$ cat src/rtl/wprot_pkg.sv
package wprot_pkg;
  typedef enum logic [1:0] {
    DEC_NONE  = 2'd0,
    DEC_GRANT = 2'd1,
    DEC_VIOL  = 2'd2
  } dec_e;
endpackage

$ cat src/rtl/wprot_bank.sv
module wprot_bank #(
  parameter int REG_W    = 16,
  parameter int SEL_W    = 4,
  localparam int NUM_REGS = 2 ** SEL_W
) (
  input  logic             clk_i,
  input  logic             rst_ni,
  input  logic             upd_i,
  input  logic [SEL_W-1:0] upd_idx_i,
  input  logic [REG_W-1:0] upd_data_i,
  input  logic [SEL_W-1:0] rd_idx_i,
  output logic [REG_W-1:0] rd_data_o,
  input  logic [SEL_W-1:0] lk_idx_i,
  output logic [REG_W-1:0] lk_data_o
);
  logic [REG_W-1:0] regs_q [NUM_REGS];

  for (genvar g = 0; g < NUM_REGS; g++) begin : g_reg
    always_ff @(posedge clk_i or negedge rst_ni) begin
      if (!rst_ni) regs_q[g] <= '0;
      else if (upd_i && upd_idx_i == SEL_W'(g)) regs_q[g] <= upd_data_i;
    end
  end

  assign rd_data_o = regs_q[rd_idx_i];
  // lookup sees pre-update contents
  assign lk_data_o = regs_q[lk_idx_i];
endmodule

$ cat src/rtl/wprot_cfg_gate.sv
module wprot_cfg_gate (
  input  logic clk_i,
  input  logic rst_ni,
  input  logic we_i,
  input  logic priv_i,
  output logic upd_o,
  output logic bad_o
);
  assign upd_o = we_i & priv_i;

  always_ff @(posedge clk_i or negedge rst_ni) begin
    if (!rst_ni) bad_o <= 1'b0;
    else         bad_o <= we_i & ~priv_i;
  end
endmodule

$ cat src/rtl/wprot_decide.sv
module wprot_decide
  import wprot_pkg::*;
#(
  parameter int REG_W = 16,
  localparam int BIT_W = $clog2(REG_W)
) (
  input  logic             clk_i,
  input  logic             rst_ni,
  input  logic             valid_i,
  input  logic             priv_i,
  input  logic [REG_W-1:0] row_i,
  input  logic [BIT_W-1:0] bit_sel_i,
  output logic             grant_o,
  output logic             viol_o
);
  dec_e dec_d, dec_q;
  logic prot;

  assign prot = row_i[bit_sel_i];

  always_comb begin
    dec_d = DEC_NONE;
    if (valid_i) dec_d = (priv_i || !prot) ? DEC_GRANT : DEC_VIOL;
  end

  always_ff @(posedge clk_i or negedge rst_ni) begin
    if (!rst_ni) dec_q <= DEC_NONE;
    else         dec_q <= dec_d;
  end

  assign grant_o = (dec_q == DEC_GRANT);
  assign viol_o  = (dec_q == DEC_VIOL);
endmodule

$ cat src/rtl/wprot_guard.sv
module wprot_guard #(
  parameter int ADDR_W = 16,
  parameter int PAGE_W = 8,
  parameter int REG_W  = 16,
  localparam int PG_W  = ADDR_W - PAGE_W,
  localparam int BIT_W = $clog2(REG_W),
  localparam int SEL_W = PG_W - BIT_W
) (
  input  logic              clk_i,
  input  logic              rst_ni,
  input  logic              cfg_we_i,
  input  logic              cfg_priv_i,
  input  logic [SEL_W-1:0]  cfg_idx_i,
  input  logic [REG_W-1:0]  cfg_data_i,
  input  logic [SEL_W-1:0]  rd_idx_i,
  output logic [REG_W-1:0]  rd_data_o,
  input  logic              req_valid_i,
  input  logic [ADDR_W-1:0] req_addr_i,
  input  logic              req_priv_i,
  output logic              grant_o,
  output logic              viol_o,
  output logic              bad_cfg_o
);
  logic             upd;
  logic [REG_W-1:0] row;
  logic [PG_W-1:0]  page;

  assign page = req_addr_i[ADDR_W-1:PAGE_W];

  wprot_cfg_gate u_gate (
    .clk_i  (clk_i),
    .rst_ni (rst_ni),
    .we_i   (cfg_we_i),
    .priv_i (cfg_priv_i),
    .upd_o  (upd),
    .bad_o  (bad_cfg_o)
  );

  wprot_bank #(.REG_W(REG_W), .SEL_W(SEL_W)) u_bank (
    .clk_i      (clk_i),
    .rst_ni     (rst_ni),
    .upd_i      (upd),
    .upd_idx_i  (cfg_idx_i),
    .upd_data_i (cfg_data_i),
    .rd_idx_i   (rd_idx_i),
    .rd_data_o  (rd_data_o),
    .lk_idx_i   (page[PG_W-1:BIT_W]),
    .lk_data_o  (row)
  );

  wprot_decide #(.REG_W(REG_W)) u_dec (
    .clk_i     (clk_i),
    .rst_ni    (rst_ni),
    .valid_i   (req_valid_i),
    .priv_i    (req_priv_i),
    .row_i     (row),
    .bit_sel_i (page[BIT_W-1:0]),
    .grant_o   (grant_o),
    .viol_o    (viol_o)
  );
endmodule

$ cat config.mk
export PLATFORM = sky130hd
export DESIGN_NAME = wprot_guard
export DESIGN_NICKNAME = d
export VERILOG_FILES = /design/src/rtl/wprot_pkg.sv /design/src/rtl/wprot_bank.sv /design/src/rtl/wprot_cfg_gate.sv /design/src/rtl/wprot_decide.sv /design/src/rtl/wprot_guard.sv
export SDC_FILE = /design/constraint.sdc
export NUM_CORES = 1
export LEC_CHECK = 0
export BUFFER_PORTS_ARGS = -buffer_cell sky130_fd_sc_hd__buf_2
export CELL_PAD_IN_SITES_DETAIL_PLACEMENT = 1
export CELL_PAD_IN_SITES_GLOBAL_PLACEMENT = 2
export CORE_MARGIN = 2
export CORE_UTILIZATION = 32
export CTS_CLUSTER_SIZE = 24
export DETAILED_ROUTE_END_ITERATION = 16
export PLACE_DENSITY_LB_ADDON = 0.3
export SLEW_MARGIN = 15
export SYNTH_ARGS = -nofsm -noshare
export SYNTH_HDL_FRONTEND = slang
export SYNTH_SLANG_ARGS = --single-unit
$ cat constraint.sdc
create_clock -name clk_i -period 3 [get_ports clk_i]
set_clock_uncertainty 0.05 [all_clocks]
set_input_delay 0.45 -clock clk_i [delete_from_list [all_inputs] [get_ports clk_i]]
set_output_delay 0.45 -clock clk_i [all_outputs]
set_load 0.01 [all_outputs]
==> results of run 1 <==
## path summary, 6_finish.rpt
path / start / to / slack [ps]
worst max-delay path: u_bank.regs_q[15] / rd_data_o[15] / 320
worst min-delay path: cfg_priv_i / u_gate.bad_o / 30
worst max register to register: u_bank.regs_q[243] / u_dec.dec_q[1] / 630
worst min register to register: u_bank.regs_q[146] / u_bank.regs_q[146] / 480
max in group asynchronous: rst_ni / u_bank.regs_q[62] / 1720
min in group asynchronous: rst_ni / u_bank.regs_q[195] / 380
## stage by stage
step	power [mW]	area, um^2	setup slack, ps	hold slack, ps
2_1_floorplan	6.15	13700	85.2	104
3_3_place_gp	6.84	15000	174	444
3_5_place_dp	6.92	15000	158	438
4_1_cts	10.6	15900	297	20.0
5_1_grt	10.9	15900	271	41.3
6_report	10.4	15900	323	34.7
## registers in the layout (all words and copies together), names as in the netlist
register and cells:
u_bank.regs_q 256, u_gate.bad_o 1, u_dec.dec_q 2
## power breakdown
| part | internal (mW) | switching [mW] |
|---|---|---|
| registers | 4.18 | 0.502 |
| logic | 1.35 | 0.798 |
| clock network | 2.09 | 1.50 |
| total | 7.62 | 2.80 |
## cell usage in the layout, fill, tap and decap left out, drive strengths merged, types with 2 or more instances in the layout
cell and count:
a21oi 5, nor3 3, nand3b 2, a22oi 6, mux2 259, nand4 3
clkbuf 48, o21ai 3, o211ai 3, nand3 8, nor2 17, mux2i 10
dfrtp 259, nand2b 6, a31oi 3, nor2b 8, a311oi 2, or3b 2
nor3b 4, inv 2, clkinv 7, mux4 145, buf 105, nand2 18
## worst reg2reg max path, cell delays in order, from the launching register on
cell     delay (ps)
dfrtp_1         390
mux4_1          510
mux4_2          510
a22oi_2         160
nor2_1           90
o31a_1          330
o21a_1          190
## per-layer routing
metal	routed length, um	vias up	global-route usage
met3	1540	64	0.0269
met5	30	-	0
met1	18100	4598	0.264
met4	952	4	0.0425
li1	-	3492	-
met2	20000	142	0.316
## cell usage after synthesis, types with 2 or more instances
library cell  number
nand2_1           18
nand4_1            3
nor2b_1            8
buf_4              4
mux4_1             7
dfrtp_1          259
nor2_1            17
a22oi_1            5
a21oi_1            5
nand2b_1           6
nand3b_1           2
o21ai_0            3
mux4_2           138
nand3_1            8
or3b_2             2
o211ai_1           3
a311oi_1           2
nor3b_1            3
buf_1              8
a31oi_1            3
mux2i_1           10
buf_2             16
nor3_1             3
clkbuf_1          45
mux2_2           259
## kinds of logic (layout without fill, tap and decap cells)
group,after synthesis,in the layout,synth area share
compound gates,28,28,0.0145
mux,414,414,0.459
flops,259,259,0.471
simple gates,78,78,0.0301
buf+inv,76,163,0.0250
## cell type report
cell class	instances	area (um^2)	share of cell area
clock buffer	48	920	0.0577
sequential	259	6480	0.406
timing repair buffer	106	863	0.0541
inverter	1	3.75	0.000235
tap	539	674	0.0423
multi-input combinational	520	6960	0.436
clock inverter	8	47.5	0.00298
==> reports/summary.txt, run 1 <==
Final Setup Violations: 0
Worst path depth: 3
dpl cells: 1424
cts hold-fix bufs: 1
initial core utilization: 0.326
clock transition at the registers of the reported paths: 60 ps
CP delay by family, top: multiplexers
Cells after Synth: 855
Tmin final: 2680 ps
I/O pin cnt: 65
Cell Area, Synth: 13700 um^2
Post-synth EDFFs: 0
Distinct cells, synth: 43
global-route usage over all layers: 0.190
share of layout cells above drive strength 1: 0.600
I/O Buffers: 56
# resized after CTS: 0
Most used DFF post-synth: dfrtp_1
CP endpoint kind: primary output
fin. max-slew vios: 0
Slowest cell on crit path: mux4_2
CP bufs+invs: 1
Startpoint Class: flop
Data required, critical path: 2500 ps
antenna-violating nets left: 0
Pwr Density: 653 nW/um^2
status: complete, no violations
RSZ-0062 raised after global routing: no
depth of the worst hold-timing path: 2
clk_lat worst skew: 580 ps
Avg WL per Cell: 27.4 um
clk root buf: clkbuf_16
most used cell, CP: mux4_2
DP Wirelength: 25800 um
Min-Delay Path Class: input pin to flop
Die Y-Extent: 211 um
initial antenna violation count: 2
Core Area: 42100 um^2
share of the synthesized area in the top cell type: 0.471
First-pass DRT Iterations: 4
Synth area leader: dfrtp_1
H-tree depth: 1
# rows: 75
CTS buffer count: 31
vias per inst: 5.60
syn nets: 901
CP cell instances: mux4_2 > mux4_2 > buf_2
Reg2Reg Depth: 6
Slew HR: 0.500
Die ar.: 44600 um^2
clk buf depth: 3
vias in the first global route: 9241
first-pass GRT wire length: 62700 um
worst slew pin tran: 750 ps
gp weighted congestion: 0.746
Final Hold Fails: 0
largest net degree at the start of global routing: 75
Vias: 8300
setup_tns: 0 ps
Setup Fix Bufs, Post-CTS: 0
sequential share of the synthesized area: 0.471
clock sink count: 259
yosys warns: 0
final wirelength: 40600 um
worst stage delay on the critical path: 550 ps
CTS tree: done
Layout Utilization: 0.378
FFs w/ async S/R, synth: 1.00
synthesis-to-finish area growth: 16.0%
VDD IR max: 0.414 mV
Non-Filler Instances: 1481
Synth area leaders: dfrtp_1 (47%), mux4_2 (23%), mux2_2 (21%)
fin crit share: 0.892
max cap viols: 0
Worst Path Class, Setup: flop to primary output
static leakage: 6.76 nW
final net count: 965
die width: 211 um
DRC errors left: 0
post-synthesis register bit count: 259
DRT iter0 DRCs: 438
antenna cell count: 0
Achievable Freq: 374 MHz
total gr overflow: 0
# fillers: 4204
synthesized area per cell: 16.1 um^2
critical path fanouts, max: 3
arrival time worst endpoint: 2180 ps
Note: power is estimated with default switching activity, not from simulation.
==> inputs of run 2 (changes only) <==
Clock period 3 ns to 3.3 ns, I/O delays scaled along.
==> reports/summary.txt, run 2 (synthesis results as in run 1) <==
share of layout cells above drive strength 1: 0.603
clock sink count: 259
commonest non-fill, non-tap cells in the layout: mux2_2 (259), dfrtp_1 (259), mux4_2 (138)
Reg with most FFs: u_bank.regs_q
Tmin final: 2820 ps
DRC errors left: 0
total gr overflow: 0
setup_tns: 0 ps
CTS tree: done
First-pass DRT Iterations: 4
Vias: 8320
Worst Path Class, Setup: input pin to primary output
worst slew pin tran: 764 ps
VDD IR max: 0.313 mV
largest net degree at the start of global routing: 77
dpl cells: 1420
fin area: 16000 um^2
first-pass GRT wire length: 61900 um
Startpoint Class: input pin
antenna-violating nets left: 0
DP Wirelength: 25700 um
synthesis-to-finish area growth: 16.4%
die width: 211 um
Data required, critical path: 2750 ps
antenna cell count: 0
# rows: 75
Non-Filler Instances: 1476
Final Hold Fails: 0
gp weighted congestion: 0.752
Setup Fix Bufs, Post-CTS: 0
arrival time worst endpoint: 2270 ps
Pwr Density: 618 nW/um^2
clk_lat worst skew: 530 ps
Achievable Freq: 355 MHz
vias per inst: 5.64
Min-Delay Path Class: input pin to flop
Final Setup Violations: 0
biggest regs: u_bank.regs_q (256), u_dec.dec_q (2), u_gate.bad_o (1)
worst stage delay on the critical path: 580 ps
global-route usage over all layers: 0.190
vias in the first global route: 9029
Slew HR: 0.491
initial core utilization: 0.326
fin. max-slew vios: 0
clock transition at the registers of the reported paths: 60 ps
clk root buf: clkbuf_16
critical path fanouts, max: 40
CP endpoint kind: primary output
initial antenna violation count: 2
Core Area: 42100 um^2
area of placed instances: 14900 um^2
CTS buffer count: 34
final wirelength: 41000 um
Slowest cell on crit path: mux4_2
most used cell, CP: mux4_2
CP cell instances: buf_4 > buf_12 > mux4_2 > mux4_2 > buf_2
Largest register FFs: 256
I/O Buffers: 56
RSZ-0062 raised after global routing: no
static leakage: 6.79 nW
fin crit share: 0.854
Die Y-Extent: 211 um
I/O pin cnt: 65
clk buf depth: 3
Avg WL per Cell: 27.8 um
DRT iter0 DRCs: 455
Die ar.: 44600 um^2
H-tree depth: 2
status: complete, no violations
final net count: 964
max cap viols: 0
-- run 2: path summary, 6_finish.rpt --
path	slack (ps)	end	cells past startpoint	from
min	130	u_gate.bad_o	2	cfg_priv_i
max reg2reg	920	u_dec.dec_q[1]	6	u_bank.regs_q[147]
min in group asynchronous	490	u_bank.regs_q[102]	2	rst_ni
max in group asynchronous	1790	u_bank.regs_q[129]	3	rst_ni
max	480	rd_data_o[15]	5	rd_idx_i[0]
min reg2reg	470	u_bank.regs_q[218]	1	u_bank.regs_q[218]
-- run 2: area by class of cell --
type	instances	area [um^2]
fillers	4149	26100
multi-input cells	520	6960
inverters	1	3.75
clock inverters	9	121
clock buffers	46	987
flip-flops and latches	259	6480
repair buffers	102	783
well taps	539	674
-- run 2: routing by layer --
layer	routed length [um]	up-vias	track usage
li1	-	3484	-
met1	18900	4628	0.269
met2	19800	152	0.307
met3	1490	52	0.0302
met4	746	4	0.0459
met5	27	-	0
-- run 2: report_power, final --
group          switching, mW  total [mW]  leakage, nW  internal, mW
combinational          0.722        1.94         2.93          1.22
clock                   1.45        3.70        0.549          2.25
sequential             0.456        4.25         3.31          3.80
-- run 2: worst max-delay path: cells and delay by family --
| family | cells | cell delay (ps) |
|---|---|---|
| buf+inv | 3 | 590 |
| mux | 2 | 1110 |
-- run 2: repair_timing --
action,4_1_cts,5_1_grt
resized for setup,0,0
endpoints found under the setup margin,0,0
hold endpoints to repair,72,0
hold buffers,1,0
-- run 2: through the flow --
stage                     setup WS [ps]  hold WS [ps]  utilization  power, mW
after floorplan                     295           149            -       5.59
after global placement              311           451        0.353       6.20
after detailed placement            299           461        0.353       6.26
after CTS                           467           114        0.380       10.0
after global routing                431           126        0.380       10.4
final                               482           125        0.380       9.90
